<file path="src/rtl/jsq_pkg.sv">
package jsq_pkg;

  // pin format of a command
  typedef enum logic {
    FMT_WIRE4 = 1'b0,
    FMT_PKT2  = 1'b1
  } fmt_e;

  // registered pin state
  typedef struct packed {
    logic tck;
    logic tms;
    logic tdi;
    logic dat;
    logic dat_oe;
  } pins_t;

  // clocks per packet in two-pin format, and half periods per packet clock
  localparam int unsigned PKT_CLOCKS  = 4;
  localparam int unsigned HALVES_CLK  = 2;

endpackage

</file>
<file path="src/rtl/jsq_halfclk.sv">
// Half-period timer: one tick per (limit+1) system clocks while running.
module jsq_halfclk #(
  parameter int unsigned DIV_W = 8
) (
  input  logic             clk,
  input  logic             rst_n,
  input  logic             restart,
  input  logic             run,
  input  logic [DIV_W-1:0] limit,
  output logic             tick
);

  logic [DIV_W-1:0] cnt_q;

  assign tick = run && (cnt_q == limit);

  always_ff @(posedge clk or negedge rst_n) begin
    if (!rst_n) begin
      cnt_q <= '0;
    end else if (restart || tick) begin
      cnt_q <= '0;
    end else if (run) begin
      cnt_q <= cnt_q + DIV_W'(1);
    end
  end

endmodule

</file>
<file path="src/rtl/jsq_halfdec.sv">
// Splits a half-period index into bit index, packet clock and half.
module jsq_halfdec
  import jsq_pkg::*;
#(
  parameter int unsigned IDX_W = 6
) (
  input  fmt_e               fmt,
  input  logic [IDX_W+2:0]   half,
  output logic [IDX_W-1:0]   bit_idx,
  output logic [1:0]         pclk,
  output logic               second
);

  always_comb begin
    second = half[0];
    if (fmt == FMT_PKT2) begin
      bit_idx = half[IDX_W+2:3];
      pclk    = half[2:1];
    end else begin
      bit_idx = half[IDX_W:1];
      pclk    = 2'd0;
    end
  end

endmodule

</file>
<file path="src/rtl/jsq_pindrv.sv">
// Pin values for one half period.
module jsq_pindrv
  import jsq_pkg::*;
(
  input  fmt_e       fmt,
  input  logic [1:0] pclk,
  input  logic       second,
  input  logic       tms_bit,
  input  logic       tdi_bit,
  input  logic       tms_only,
  output pins_t      pins
);

  logic tdi_eff;
  assign tdi_eff = tdi_bit & ~tms_only;

  always_comb begin
    pins = '0;
    if (fmt == FMT_WIRE4) begin
      // low half first, rising edge in the middle of the bit
      pins.tck = second;
      pins.tms = tms_bit;
      pins.tdi = tdi_eff;
    end else begin
      // high half first, target samples on the falling edge
      pins.tck = ~second;
      unique case (pclk)
        2'd0: begin
          pins.dat_oe = 1'b1;
          pins.dat    = tdi_eff;
        end
        2'd1: begin
          pins.dat_oe = 1'b1;
          pins.dat    = tms_bit;
        end
        default: begin
          pins.dat_oe = 1'b0;
          pins.dat    = 1'b0;
        end
      endcase
    end
  end

endmodule

</file>
<file path="src/rtl/jtag_seq_shifter.sv">
module jtag_seq_shifter
  import jsq_pkg::*;
#(
  parameter int unsigned MAX_BITS = 64,
  parameter int unsigned DIV_W    = 8,
  localparam int unsigned IDX_W   = $clog2(MAX_BITS),
  localparam int unsigned LEN_W   = $clog2(MAX_BITS + 1),
  localparam int unsigned HALF_W  = IDX_W + 3
) (
  input  logic                clk,
  input  logic                rst_n,
  input  logic                cmd_valid,
  output logic                cmd_ready,
  input  logic [LEN_W-1:0]    cmd_len,
  input  logic [MAX_BITS-1:0] cmd_tms,
  input  logic [MAX_BITS-1:0] cmd_tdi,
  input  logic                cmd_fmt,
  input  logic                cmd_tms_only,
  input  logic [DIV_W-1:0]    half_div,
  output logic                tck_o,
  output logic                tms_o,
  output logic                tdi_o,
  input  logic                tdo_i,
  output logic                dat_o,
  output logic                dat_oe_o,
  input  logic                dat_i,
  output logic                done_o,
  output logic [MAX_BITS-1:0] result_o
);

  // captured command
  logic                busy_q;
  fmt_e                fmt_q;
  logic                only_q;
  logic [MAX_BITS-1:0] tms_v_q;
  logic [MAX_BITS-1:0] tdi_v_q;
  logic [DIV_W-1:0]    div_q;
  logic [HALF_W-1:0]   half_q;
  logic [HALF_W-1:0]   last_q;
  logic [MAX_BITS-1:0] cap_q;
  logic                done_q;
  pins_t               pins_q;

  logic accept;
  logic tick;

  assign cmd_ready = ~busy_q;
  assign accept    = cmd_valid & ~busy_q;

  // executed length and final half index
  logic [LEN_W-1:0]  len_eff;
  logic [IDX_W-1:0]  last_bit;
  logic [HALF_W-1:0] last_half;

  always_comb begin
    if (cmd_len == '0) begin
      len_eff = LEN_W'(1);
    end else if (cmd_len > LEN_W'(MAX_BITS)) begin
      len_eff = LEN_W'(MAX_BITS);
    end else begin
      len_eff = cmd_len;
    end
    last_bit = IDX_W'(len_eff - LEN_W'(1));
    if (fmt_e'(cmd_fmt) == FMT_PKT2) begin
      last_half = {last_bit, 3'b111};
    end else begin
      last_half = {2'b00, last_bit, 1'b1};
    end
  end

  // half-period timer
  jsq_halfclk #(.DIV_W(DIV_W)) u_timer (
    .clk     (clk),
    .rst_n   (rst_n),
    .restart (accept),
    .run     (busy_q),
    .limit   (div_q),
    .tick    (tick)
  );

  // next half: pins to present
  fmt_e                nxt_fmt;
  logic [HALF_W-1:0]   nxt_half;
  logic [MAX_BITS-1:0] nxt_tms_v;
  logic [MAX_BITS-1:0] nxt_tdi_v;
  logic                nxt_only;
  logic [IDX_W-1:0]    nxt_bit;
  logic [1:0]          nxt_pclk;
  logic                nxt_second;
  pins_t               nxt_pins;

  assign nxt_fmt   = accept ? fmt_e'(cmd_fmt) : fmt_q;
  assign nxt_half  = accept ? '0 : half_q + HALF_W'(1);
  assign nxt_tms_v = accept ? cmd_tms : tms_v_q;
  assign nxt_tdi_v = accept ? cmd_tdi : tdi_v_q;
  assign nxt_only  = accept ? cmd_tms_only : only_q;

  jsq_halfdec #(.IDX_W(IDX_W)) u_dec_nxt (
    .fmt     (nxt_fmt),
    .half    (nxt_half),
    .bit_idx (nxt_bit),
    .pclk    (nxt_pclk),
    .second  (nxt_second)
  );

  jsq_pindrv u_pins (
    .fmt      (nxt_fmt),
    .pclk     (nxt_pclk),
    .second   (nxt_second),
    .tms_bit  (nxt_tms_v[nxt_bit]),
    .tdi_bit  (nxt_tdi_v[nxt_bit]),
    .tms_only (nxt_only),
    .pins     (nxt_pins)
  );

  // current half: where returned bits are taken
  logic [IDX_W-1:0] cur_bit;
  logic [1:0]       cur_pclk;
  logic             cur_second;
  logic             cur_take;
  logic             sample_in;

  jsq_halfdec #(.IDX_W(IDX_W)) u_dec_cur (
    .fmt     (fmt_q),
    .half    (half_q),
    .bit_idx (cur_bit),
    .pclk    (cur_pclk),
    .second  (cur_second)
  );

  assign cur_take  = ~cur_second & ((fmt_q == FMT_WIRE4) | (cur_pclk == 2'd3));
  assign sample_in = (fmt_q == FMT_WIRE4) ? tdo_i : dat_i;

  pins_t idle_pins;
  always_comb begin
    idle_pins     = '0;
    idle_pins.tms = pins_q.tms;
  end

  always_ff @(posedge clk or negedge rst_n) begin
    if (!rst_n) begin
      busy_q  <= 1'b0;
      fmt_q   <= FMT_WIRE4;
      only_q  <= 1'b0;
      tms_v_q <= '0;
      tdi_v_q <= '0;
      div_q   <= '0;
      half_q  <= '0;
      last_q  <= '0;
      cap_q   <= '0;
      done_q  <= 1'b0;
      pins_q  <= '0;
    end else begin
      done_q <= 1'b0;
      if (accept) begin
        busy_q  <= 1'b1;
        fmt_q   <= fmt_e'(cmd_fmt);
        only_q  <= cmd_tms_only;
        tms_v_q <= cmd_tms;
        tdi_v_q <= cmd_tdi;
        div_q   <= half_div;
        half_q  <= '0;
        last_q  <= last_half;
        cap_q   <= '0;
        pins_q  <= nxt_pins;
      end else if (busy_q && tick) begin
        if (cur_take && !only_q) begin
          cap_q[cur_bit] <= sample_in;
        end
        if (half_q == last_q) begin
          busy_q <= 1'b0;
          done_q <= 1'b1;
          pins_q <= idle_pins;
        end else begin
          half_q <= nxt_half;
          pins_q <= nxt_pins;
        end
      end
    end
  end

  assign tck_o    = pins_q.tck;
  assign tms_o    = pins_q.tms;
  assign tdi_o    = pins_q.tdi;
  assign dat_o    = pins_q.dat;
  assign dat_oe_o = pins_q.dat_oe;
  assign done_o   = done_q;
  assign result_o = cap_q;

endmodule

</file>
<file path="config.mk">
export PLATFORM = sky130hd
export DESIGN_NAME = jtag_seq_shifter
export DESIGN_NICKNAME = d
export VERILOG_FILES = /design/src/rtl/jsq_pkg.sv /design/src/rtl/jsq_halfclk.sv /design/src/rtl/jsq_halfdec.sv /design/src/rtl/jsq_pindrv.sv /design/src/rtl/jtag_seq_shifter.sv
export SDC_FILE = /design/constraint.sdc
export NUM_CORES = 1
export LEC_CHECK = 0
export BUFFER_PORTS_ARGS = -buffer_cell sky130_fd_sc_hd__buf_2
export CAP_MARGIN = 25
export CORE_UTILIZATION = 45
export CTS_CLUSTER_SIZE = 16
export DETAILED_ROUTE_END_ITERATION = 8
export PLACE_DENSITY = 0.7
export SYNTH_ARGS = -nofsm -noshare
export SYNTH_HDL_FRONTEND = slang
export SYNTH_SLANG_ARGS = --single-unit
</file>
<file path="constraint.sdc">
create_clock -name clk -period 2.7 [get_ports clk]
set_input_delay 0.135 -clock clk [delete_from_list [all_inputs] [get_ports clk]]
set_output_delay 0.135 -clock clk [all_outputs]
set_load 0.05 [all_outputs]
</file>
==> out/qor.csv <==
stage,metric,value,unit
outcome,status,"finished, violations left",
outcome,violations,negative setup slack,
die,core,0.02518,mm²
die,dieHeight,162.2,µm
cells_and_area,num-nets-final,1852,
drt,first_iter_violations,931,
drt,drc,0,
setup_path,crit_top_cell,buf_4,
sta,min_period,2.905,ns
yosys,yosysTopAreaCellShare,0.5094,
global_route,grtUsageTotal,0.2764,
sta,fmax,344.2,MHz
die,dieWidth,162.2,µm
sta,finalSetupTns,-0.4037,ns
sta,hold_viol,0,
setup_path,critical_path_buf_inv_count,2,
flow_run,maxCapViolCount,0,
clock_network,htree_levels,1,
place,gp_congestion,0.9198,
clock_network,cts_inserted_buffers,25,
yosys,yosys-top-cells-count,"nand2_1 (457), dfrtp_1 (235), nor2_1 (81), o211ai_1 (70), o31ai_1 (68)",
yosys,synth_xor_area_frac,0.02656,
place,place_area,0.01352,mm²
drt,firstDrtPassIters,6,
clock_network,cts_root_buffer,clkbuf_16,
setup_path,critPathTopFamily,simple AND/OR/NAND/NOR gates,
sta,final.setup.worst_slack,-0.2052,ns
sta,finalSetupViolCount,3,
yosys,syn_nets,1444,
place,numPortBuffers,220,
cells_and_area,area_growth,40.71,%
hold_path,hold_path.class,in2reg,
setup_path,crit_type,reg2reg,
clock_network,cts.path.max_buffers,3,
yosys,synth_top_area_cell,dfrtp_1,
clock_network,cts_tree,yes,
global_route,grt_pass1_wl,57460,µm
clock_network,path_clk_slew,0.06,ns
sta,finClkSkew,0.01261,ns
setup_path,crit_required,3.11,ns
global_route,grt_pass1_vias,10954,
yosys,ys_types,68,
clock_network,cts.sinks,235,
setup_path,critPathSlowestCell,dfrtp_1,
yosys,syn_inst,1291,
setup_path,crit_chain,"buf_4, nand3_2, or3_1, and3_4, or2_4, buf_4, mux2i_1, nand2_1, a311o_1, o21ai_2, o32ai_2, a32o_1",
power,p_per_area,842.8,mW/mm²
place,placed_cells,1841,
yosys,synth_adder_area_share,0.003252,
die,die_area,0.02630,mm²
setup_path,cp-start-kind,flip-flop,
sta,slew_headroom,0.4003,
power,p_leak,7.948,nW
setup_path,crit_arrival,3.31,ns
yosys,synth_mux_area_frac,0.05018,
cells_and_area,fin_cells,2047,
yosys,synth_edf_count,0,
drt,wl,37000,µm
cells_and_area,drive_gt1_frac,0.2603,
yosys,synth-simple-area-share,0.2176,
power,ir_drop,0.5010,mV
drt,via_per_inst,5.455,
yosys,yosysMostFrequentCell,nand2_1,
sta,worstMarginPinSlew,0.8996,ns
cells_and_area,finalInstanceArea,0.01624,mm²
sta,hold_slack,0.01740,ns
yosys,syn_area,0.01154,mm²
global_route,grt_max_degree,90,
drt,num_vias,11166,
die,start_util,0.4584,
yosys,syn_avg_cell_area,8.942,µm²
setup_path,worstPathMaxFanout,6,
die,rows,58,
sta,drv_slew,0,
global_route,overflow,0,
setup_path,rrSetupSlack,-0.21,ns
setup_path,slowest_delay,0.38,ns
sta,finalCritPeriodShare,1.076,
yosys,synth-seq-area-share,0.5094,
yosys,synth_compound_area_frac,0.1511,
setup_path,cp-end-kind,flip-flop,
clock_network,clock_latency,0.53,ns
yosys,async_reset_ff_frac,1.000,
cells_and_area,diodes,0,
yosys,synth_top_flop_cell,dfrtp_1,
sta,rsz0062_at_grt,yes,
yosys,synth_top_family_by_area,simple AND/OR/NAND/NOR gates,
yosys,synthTopCellsByArea,"dfrtp_1 (51%), nand2_1 (15%), o211ai_1 (4.6%), o31ai_1 (4.4%), mux2i_1 (3.3%)",
drt,ant_nets,0,
place,hpwl,22850,µm
die,design.portCount,221,
yosys,synth-seq-cells,235,
yosys,ys.warnings.count,0,
drt,route.detailed.wl_per_inst,18.07,µm
global_route,antenna_found_initial,0,
[through the flow]
step	utilization	setup WS, ns	total power, mW
after floorplan	-	0.01101	7.345
after global placement	0.5369	-0.1573	9.082
after detailed placement	0.5369	-0.2673	9.186
after CTS	0.6332	-0.07149	13.18
after global routing	0.6450	-0.2875	14.32
final	0.6450	-0.2052	13.69
[sequential cells by signal, indices dropped and copies added (netlist names)]
name	count
busy_q	1
dat_o	1
dat_oe_o	1
div_q	8
done_o	1
fmt_q	1
half_q	9
last_q	9
only_q	1
result_o	64
tck_o	1
tdi_o	1
tdi_v_q	64
tms_o	1
tms_v_q	64
u_timer.cnt_q	8
[worst reg2reg max path, stage by stage (launching register included)]
cell and delay [ns]:
dfrtp_1 0.38, buf_4 0.14, nand3_2 0.07, or3_1 0.36, and3_4 0.19, or2_4 0.30
buf_4 0.19, mux2i_1 0.15, nand2_1 0.09, a311o_1 0.38, o21ai_2 0.18, o32ai_2 0.13
a32o_1 0.24
[final cells by class]
cell class              instances  area, µm²
clock buffers                  38      734.5
clock inverters                 7      88.84
fillers                      1921       8939
inverters                       8      30.03
multi-input cells             950       5483
flip-flops and latches        235       5883
well taps                     330      412.9
repair buffers                479       3611
[kinds of logic after synthesis]
group | Yosys count
multiplexers | 55
buffers and inverters | 107
AND/OR/NAND/NOR | 617
XOR/XNOR | 35
AO/OA/AOI/OAI | 239
adder cells (fa/ha/maj) | 3
flip-flops | 235
[routing by layer]
metal,wire [µm],global-route usage
met2,17470,0.4545
met4,1321,0.09520
met5,0,0
met1,15630,0.3724
met3,2576,0.04290
[worst paths after layout]
| path | cells after the start | to | startpoint |
|---|---|---|---|
| worst min register to register | 2 | tdi_v_q[46] | tdi_v_q[46] |
| worst min-delay path | 3 | last_q[1] | cmd_fmt |
| max in group asynchronous | 3 | div_q[5] | rst_n |
| worst max register to register | 12 | dat_o | half_q[2] |
| worst max-delay path | 12 | dat_o | half_q[2] |
| min in group asynchronous | 2 | tdi_v_q[7] | rst_n |
[power by group]
| part | internal (mW) | switching (mW) | leakage [nW] |
|---|---|---|---|
| Clock | 2.06 | 1.40 | 0.408 |
| Sequential | 3.83 | 0.250 | 3.00 |
| Combinational | 2.79 | 3.37 | 4.54 |
[cells in the final DEF, fill, tap and decap left out, drive strengths merged, types with 7 or more instances in the layout]
master	instances
dlygate4sd3	139
dfrtp	235
or3	9
buf	339
nor2	82
a211oi	11
nand2b	7
o21ai	28
inv	8
nand4	10
nand3	12
o31ai	68
xnor2	22
a21oi	15
xor2	13
nand2	457
clkbuf	39
mux2	17
a2111oi	7
mux2i	38
nor3	16
o211ai	70
[timing repair]
action | CTS | global route
hold buffers | 139 | 0
setup endpoints to repair | 3 | 3
buffers inserted | 9 | 11
hold endpoints to repair | 219 | 0
cloned | 1 | 1
pin swaps | 19 | 23
gates resized for setup | 30 | 38
Power figures use the tool's default switching activity.
